File: config.mk
export PLATFORM = sky130hd
export DESIGN_NAME = win_wdog
export DESIGN_NICKNAME = d
export VERILOG_FILES = /design/src/rtl/win_wdog_pkg.sv /design/src/rtl/wdog_cfg.sv /design/src/rtl/wdog_gate.sv /design/src/rtl/wdog_core.sv /design/src/rtl/win_wdog.sv
export SDC_FILE = /design/constraint.sdc
export NUM_CORES = 1
export LEC_CHECK = 0
export ABC_AREA = 1
export BUFFER_PORTS_ARGS = -buffer_cell sky130_fd_sc_hd__buf_4
export CAP_MARGIN = 20
export CORE_MARGIN = 1
export CORE_UTILIZATION = 45
export CTS_BUF_LIST = sky130_fd_sc_hd__clkbuf_16
export CTS_CLUSTER_DIAMETER = 50
export DETAILED_ROUTE_END_ITERATION = 7
export PLACE_DENSITY = 0.61
export SLEW_MARGIN = 20
export SYNTH_ARGS = -nofsm -noshare
export SYNTH_HDL_FRONTEND = slang
export SYNTH_SLANG_ARGS = --single-unit
File: constraint.sdc
create_clock -name clk -period 11.05 [get_ports clk]
set_input_delay 2.21 -clock clk [delete_from_list [all_inputs] [get_ports clk]]
set_output_delay 2.21 -clock clk [all_outputs]
set_load 0.01 [all_outputs]
File: src/rtl/win_wdog_pkg.sv
package win_wdog_pkg;
  localparam int CFG_W = 8;
  localparam int SEL_W = 3;
  localparam int WIN_W = 2;

  // Field order is fixed: the position of each field is part of the byte's meaning
  typedef struct packed {
    logic             rsvd;
    logic [WIN_W-1:0] win;
    logic             en;
    logic [SEL_W-1:0] sel;
    logic             lock;
  } wdog_cfg_t;

  typedef enum logic [1:0] {
    EV_NONE  = 2'd0,
    EV_CLEAR = 2'd1,
    EV_FIRE  = 2'd2
  } wdog_ev_e;
endpackage

File: src/rtl/wdog_cfg.sv
module wdog_cfg
  import win_wdog_pkg::*;
#(
  parameter int MIN_EXP = 10,
  parameter int CNT_W   = 17
) (
  input  logic             clk,
  input  logic             rst_n,
  input  logic [CFG_W-1:0] cfg_byte,
  output logic             cfg_valid,
  output logic             cfg_en,
  output logic             cfg_lock,
  output logic [CNT_W-1:0] period_last,
  output logic [CNT_W-1:0] closed_len,
  output logic             cfg_err
);
  wdog_cfg_t cfg_q, cfg_d;
  logic      valid_q, valid_d;
  logic [CNT_W:0]   period;
  logic [CNT_W-1:0] quarter;

  always_comb begin
    valid_d = 1'b1;
    cfg_d   = valid_q ? cfg_q : wdog_cfg_t'(cfg_byte);
  end

  always_ff @(posedge clk or negedge rst_n) begin
    if (!rst_n) begin
      cfg_q   <= '0;
      valid_q <= 1'b0;
    end else begin
      cfg_q   <= cfg_d;
      valid_q <= valid_d;
    end
  end

  always_comb begin
    period      = (CNT_W+1)'(1) << (MIN_EXP + int'(cfg_q.sel));
    quarter     = CNT_W'(period >> 2);
    period_last = period[CNT_W-1:0] - CNT_W'(1);
    closed_len  = quarter * CNT_W'(2'd3 - cfg_q.win);
  end

  assign cfg_valid = valid_q;
  assign cfg_en    = valid_q & cfg_q.en;
  assign cfg_lock  = cfg_q.lock;
  assign cfg_err   = valid_q & (cfg_q.rsvd | ((cfg_q.sel == '0) && (cfg_q.win == '0)));
endmodule

File: src/rtl/wdog_gate.sv
module wdog_gate (
  input  logic active,
  input  logic lock,
  input  logic tick,
  input  logic halt_mode,
  input  logic stop_mode,
  input  logic clk_stop_req,
  output logic frozen,
  output logic count_en
);
  always_comb begin
    frozen   = ~lock & (halt_mode | stop_mode | clk_stop_req);
    count_en = active & tick & ~frozen;
  end
endmodule

File: src/rtl/wdog_core.sv
module wdog_core
  import win_wdog_pkg::*;
#(
  parameter int              CNT_W = 17,
  parameter int              KEY_W = 8,
  parameter logic [KEY_W-1:0] KEY  = 8'hAC
) (
  input  logic             clk,
  input  logic             rst_n,
  input  logic             active,
  input  logic             count_en,
  input  logic             kick,
  input  logic [KEY_W-1:0] kick_key,
  input  logic [CNT_W-1:0] period_last,
  input  logic [CNT_W-1:0] closed_len,
  output logic             wdt_rst,
  output logic             win_open,
  output logic [CNT_W-1:0] cnt
);
  logic [CNT_W-1:0] cnt_q, cnt_d;
  logic             rst_q, rst_d;
  wdog_ev_e         ev;

  assign win_open = active & (cnt_q >= closed_len);

  always_comb begin
    ev = EV_NONE;
    if (active && kick) begin
      if ((kick_key != KEY) || !win_open) ev = EV_FIRE;
      else                                ev = EV_CLEAR;
    end else if (count_en && (cnt_q == period_last)) begin
      ev = EV_FIRE;
    end
  end

  always_comb begin
    unique case (ev)
      EV_FIRE, EV_CLEAR: cnt_d = '0;
      default:           cnt_d = count_en ? cnt_q + CNT_W'(1) : cnt_q;
    endcase
    rst_d = (ev == EV_FIRE);
  end

  always_ff @(posedge clk or negedge rst_n) begin
    if (!rst_n) begin
      cnt_q <= '0;
      rst_q <= 1'b0;
    end else begin
      cnt_q <= cnt_d;
      rst_q <= rst_d;
    end
  end

  assign wdt_rst = rst_q;
  assign cnt     = cnt_q;
endmodule

File: src/rtl/win_wdog.sv
module win_wdog
  import win_wdog_pkg::*;
#(
  parameter int               MIN_EXP     = 10,
  parameter int               KEY_W       = 8,
  parameter logic [KEY_W-1:0] KEY         = 8'hAC,
  parameter int               SYNC_STAGES = 2
) (
  input  logic             clk,
  input  logic             rst_n,
  input  logic [CFG_W-1:0] cfg_byte,
  input  logic             tick,
  input  logic             kick,
  input  logic [KEY_W-1:0] kick_key,
  input  logic             halt_mode,
  input  logic             stop_mode,
  input  logic             clk_stop_req,
  output logic             wdt_rst,
  output logic             win_open,
  output logic             active,
  output logic             cfg_err
);
  localparam int CNT_W = MIN_EXP + (1 << SEL_W) - 1;

  logic [SYNC_STAGES-1:0] sync_q, sync_d;
  logic                   rst_ns;
  logic                   cfg_valid, cfg_en, cfg_lock, frozen, count_en;
  logic [CNT_W-1:0]       period_last, closed_len, cnt;

  always_comb sync_d = {sync_q[SYNC_STAGES-2:0], 1'b1};

  always_ff @(posedge clk or negedge rst_n) begin
    if (!rst_n) sync_q <= '0;
    else        sync_q <= sync_d;
  end

  assign rst_ns = sync_q[SYNC_STAGES-1];

  wdog_cfg #(.MIN_EXP(MIN_EXP), .CNT_W(CNT_W)) u_cfg (
    .clk         (clk),
    .rst_n       (rst_ns),
    .cfg_byte    (cfg_byte),
    .cfg_valid   (cfg_valid),
    .cfg_en      (cfg_en),
    .cfg_lock    (cfg_lock),
    .period_last (period_last),
    .closed_len  (closed_len),
    .cfg_err     (cfg_err)
  );

  wdog_gate u_gate (
    .active       (cfg_en),
    .lock         (cfg_lock),
    .tick         (tick),
    .halt_mode    (halt_mode),
    .stop_mode    (stop_mode),
    .clk_stop_req (clk_stop_req),
    .frozen       (frozen),
    .count_en     (count_en)
  );

  wdog_core #(.CNT_W(CNT_W), .KEY_W(KEY_W), .KEY(KEY)) u_core (
    .clk         (clk),
    .rst_n       (rst_ns),
    .active      (cfg_en),
    .count_en    (count_en),
    .kick        (kick),
    .kick_key    (kick_key),
    .period_last (period_last),
    .closed_len  (closed_len),
    .wdt_rst     (wdt_rst),
    .win_open    (win_open),
    .cnt         (cnt)
  );

  assign active = cfg_en;
endmodule

## Word-level counts from Yosys, hierarchy flattened

Cells that the tools add are included.

- Register bits after elaboration: 29
- Word-level logic and storage cells: 45
- Input port bits: 23

- Add/sub/neg operators: 4
- Magnitude comparators: 1
- Multipliers: 1
- Eq/ne operators: 4
- Bitwise gates (word level): 11
- Reductions and logical operators: 9
- Mux-type cells: 5
- Shift operators: 1

Operators by type and width:

| operator | count |
|---|---|
| $mux W17 | 2 |
| $shl A1 B32 Y18 const A | 1 |
| $add A17 B1 Y17 const B | 1 |
| $eq A17 B17 Y1 | 1 |
| $ge A17 B17 Y1 | 1 |
| $mul A16 B17 Y17 | 1 |
| $sub A17 B1 Y17 const B | 1 |
| $ne A8 B8 Y1 const B | 1 |
| $and A1 B1 Y1 | 6 |
| $mux W2 | 3 |
| $add A4 B3 Y5 const A | 1 |
| $logic_and A1 B1 Y1 | 3 |
| $logic_not A3 Y1 | 1 |
| $or A1 B1 Y1 | 3 |
| $sub A2 B2 Y3 const A | 1 |
| $eq A2 B1 Y1 const B | 1 |
| $eq A2 B2 Y1 const B | 1 |
| $logic_not A2 Y1 | 1 |
| $not A1 Y1 | 2 |
| $reduce_bool A2 Y1 | 1 |
| $reduce_or A2 Y1 | 1 |
| $logic_not A1 Y1 | 1 |
| $logic_or A1 B1 Y1 | 1 |

## Longest topological paths before layout

- Word-level depth: 12
- Depth in mapped cells: 37
- Gate-level depth less buffers: 36

## By module

From an unflattened synthesis, not the netlist that was laid out.

- Cells, all modules: 596
- Area, all modules: 3,799.9 um^2

Modules (own cells, without submodules):

| module | cells an instance | seq. area each (um^2) | instances | area each (um^2) |
|---|---|---|---|---|
| wdog_cfg | 321 | 225.2 | 1 | 1,951.9 |
| wdog_core | 265 | 450.4 | 1 | 1,759.2 |
| win_wdog | 3 | 50.0 | 1 | 53.8 |
| wdog_gate | 7 | 0.0 | 1 | 35.0 |

## Worst setup path after synthesis

Ideal clock, no wire load.

- Kind: register to output
- Start: reg u_cfg.cfg_q[2] in the netlist's numbering
- End: out win_open
- Path buffers: 1
- Arrival: 4.758 ns
- Stages on the path, launching flop included: 30
- Required time: 8.840 ns
- Slack: 4.082 ns
- Path through: dfrtp_1 buf_2 inv_1 ha_1 nor2_2 inv_1 nor4_1 ha_1 ha_1 ha_1 inv_1 fa_1 inv_1 ha_1 ha_1 a21oi_1 o21ai_0 a21oi_1 nand2_1 nand3_1 nand2_1 ha_1 nand2_1 nor2_1 nand2_1 nor2_1 nand2_1 nand4_1 nand2_1 inv_1

- Word-level cells in the longest chain between the ends: 5

Ends and longest elaborated chain:

| item | RTL line | text |
|---|---|---|
| from (decl) | wdog_cfg.sv:17 | `wdog_cfg_t cfg_q, cfg_d;` |
| from (signal assigned) | wdog_cfg.sv:32 | `cfg_q <= cfg_d;` |
| $add A4 B3 Y5 | wdog_cfg.sv:38 | `period = (CNT_W+1)'(1) << (MIN_EXP + int'(cfg_q.sel));` |
| $shl A1 B32 Y18 | wdog_cfg.sv:38 |  |
| $mul A16 B17 Y17 | wdog_cfg.sv:41 | `closed_len = quarter * CNT_W'(2'd3 - cfg_q.win);` |
| $ge A17 B17 Y1 | wdog_core.sv:24 | `assign win_open = active & (cnt_q >= closed_len);` |
| $and A1 B1 Y1 | wdog_core.sv:24 |  |
| to (decl) | win_wdog.sv:19 | `output logic win_open,` |

No other way between the ends.

## Worst setup path after layout

Ends and elaborated chain as after synthesis.

==> metrics <==
Crit Path Max Fanout=15; post-CTS setup buffer count=0; Placed Cells=646; R2R setup slack=4.34 ns; I/O Buffers=26; vias per inst=4.97; RSZ-0062 raised after global routing=false; worst vdd ir=0.0902 mV; crit path kind=flop to output port; Non-Filler Instances=654; Setup crit end kind=output port; max-slew violations=0; footprint of the multi-input gates=0.00266 mm²; Sw Pwr=116 µW; initial antenna violation count=0; maximum clock insertion buffer count=2; outcome=complete, no violations; clk sinks=29; part of the power in the clock network=35.5%; FF+latch area=726 µm²; GRT Util Overall=20.3%; post-route minimum period=7.95 ns; most frequent CP cell=ha_1; sequential share of the synthesized area=20.0%; TritonRoute pass-1 iters=4; largest net degree at the start of global routing=28; cts hold-fix bufs=0; Post-Syn Area per Cell=7.09 µm²; count of yosys warnings during synthesis=0; Worst-path clk slew=0.05 ns; pwr/cell area=85.8 mW/mm²; Chip Height=91.8 µm; Tcrit/Tclk final=72.0%; DRC viols=0; Remaining Overflow, GRT=0; layout filler cell count=801; Die Area=0.00842 mm²; Starting Density=46.7%; Yosys reg bits=29; CP Buf/Inv Count=6; commonest non-fill, non-tap cell in the layout=nand2_1; Root Buffer=clkbuf_16; CP max-delay cell=dfrtp_1; Max stage delay on crit path=0.61 ns; Worst EP arrival=5.74 ns; setup TNS=0 ns; FMAX=126 MHz; Setup-failing EPs final=0; switching share of power=33.0%; CP required=8.84 ns; P_leak=2.37 nW; Clk Latency, worst-skew pair=0.27 ns; fraction of layout cells with a size suffix above 1=8.15%; DRT iter0 DRCs=105; Flop pwr share=33.7%; post-cts resize count=0; Synth cell types=33; Nets=658; Synth Instances=511; ys async rst share=100%; predominant post-synthesis flop cell=dfrtp_1; Worst Hold Class=flop to async pin; n_diodes=0; routed vias=3250; Int Power=236 µW; die width=91.8 µm; leading cell types in the layout, fill and taps excluded=nand2_1, ha_1, inv_1; core box area=0.00777 mm²; EDFF count, synth=0; FP Rows=32; CTS buffer count=5; first-pass GRT wire length=13800 µm; post-synthesis cell area=0.00362 mm²; H-tree depth=2; clock skew=0.00371 ns; vias in the first global route=3088; area grow syn2layout=13.3%; final WL=7870 µm; Placer Congestion=0.876; max-cap violation count=0; Setup crit start kind=flop; Hold Vio Cnt, Final=0; WL/cell=12.0 µm; Antenna Nets Post-Route=0; Final HPWL DP=6600 µm; CTS tree=done; delay-heaviest family, CP=adder cells; Comb pwr share=30.8%; I/O pins=27
## logic make-up after synthesis
logic type | after synthesis | synth area share, %
other | 2 | 0.207
adders and majority gates | 84 | 29.4
AOI/OAI and AO/OA | 43 | 6.63
xor gates and xnor gates | 20 | 4.83
DFF | 29 | 20.0
buffers and inverters | 74 | 7.97
and+or+nand+nor | 259 | 30.9
## power by group through the flow
| stage | Combinational, mW | Sequential, mW | Clock (mW) |
|---|---|---|---|
| 2_1_floorplan | 0.0816 | 0.118 | 0 |
| 3_5_place_dp | 0.107 | 0.121 | 0 |
| 3_3_place_gp | 0.105 | 0.121 | 0 |
| 4_1_cts | 0.108 | 0.119 | 0.128 |
| 6_report | 0.108 | 0.119 | 0.125 |
| 5_1_grt | 0.128 | 0.120 | 0.132 |
## final cells by class
class | instances | area share, %
multi-input combinational | 420 | 64.7
sequential | 29 | 17.7
inverter | 68 | 6.25
timing repair buffer | 27 | 4.94
tap | 102 | 3.11
clock buffer | 5 | 3.05
clock inverter | 3 | 0.305
## path summary, 6_finish.rpt
| kind | start | to | cells after the start |
|---|---|---|---|
| min in group clk | sync_q[0] | sync_q[1] | 0 |
| max | u_cfg.cfg_q[2] | win_open | 29 |
| min | sync_q[1] | u_core.cnt[2] | 1 |
| max reg2reg | u_cfg.cfg_q[2] | u_core.cnt[8] | 34 |
| min reg2reg | sync_q[1] | u_core.cnt[2] | 1 |
| max in group asynchronous | rst_n | sync_q[1] | 1 |
## Yosys cell counts, drive strengths merged (4+ instances only)
library cell | number | area share [%]
a21oi | 18 | 2.8
a31oi | 5 | 0.86
dfrtp | 29 | 20
ha | 82 | 28
inv | 67 | 6.9
nand2 | 135 | 15
nand3 | 30 | 4.1
nand3b | 4 | 0.83
nand4 | 7 | 1.2
nor2 | 65 | 7.1
nor3 | 11 | 1.8
o21ai | 17 | 2.3
xnor2 | 13 | 3.1
xor2 | 7 | 1.7
## state kept, by name, indices dropped and copies added, names as in the netlist
signal,flops
sync_q,2
u_core.wdt_rst,1
u_core.cnt,17
u_cfg.cfg_valid,1
u_cfg.cfg_lock,1
u_cfg.cfg_q,7
## worst register-to-register path, delay by kind of cell, from the launching register on
kind | cells | cell delay, ns
adders and majority gates | 9 | 2.91
and+or+nand+nor | 16 | 2.06
DFF | 1 | 0.61
AOI/OAI and AO/OA | 4 | 0.58
buffers and inverters | 5 | 0.49
## per-layer routing
layer  vias to the layer above  wire (µm)  global-route usage (%)
li1                       1732          -                       -
met1                      1463       3680                    26.1
met2                        48       3810                    36.3
met3                         7        317                    2.99
met4                         0         54                    3.65
met5                         -          0                       0
## per-stage QoR
stage	hold slack (ns)	power [mW]	utilization (%)	worst slack [ns]	cell area (µm²)
2_1_floorplan	0.331	0.200	-	4.08	3670
3_3_place_gp	0.248	0.226	51.1	3.67	3970
3_5_place_dp	0.252	0.228	51.1	3.44	3970
4_1_cts	0.257	0.355	52.9	3.13	4110
5_1_grt	0.302	0.380	52.9	2.56	4110
6_report	0.241	0.352	52.9	3.10	4110
Note: power is estimated with default switching activity, not from simulation.
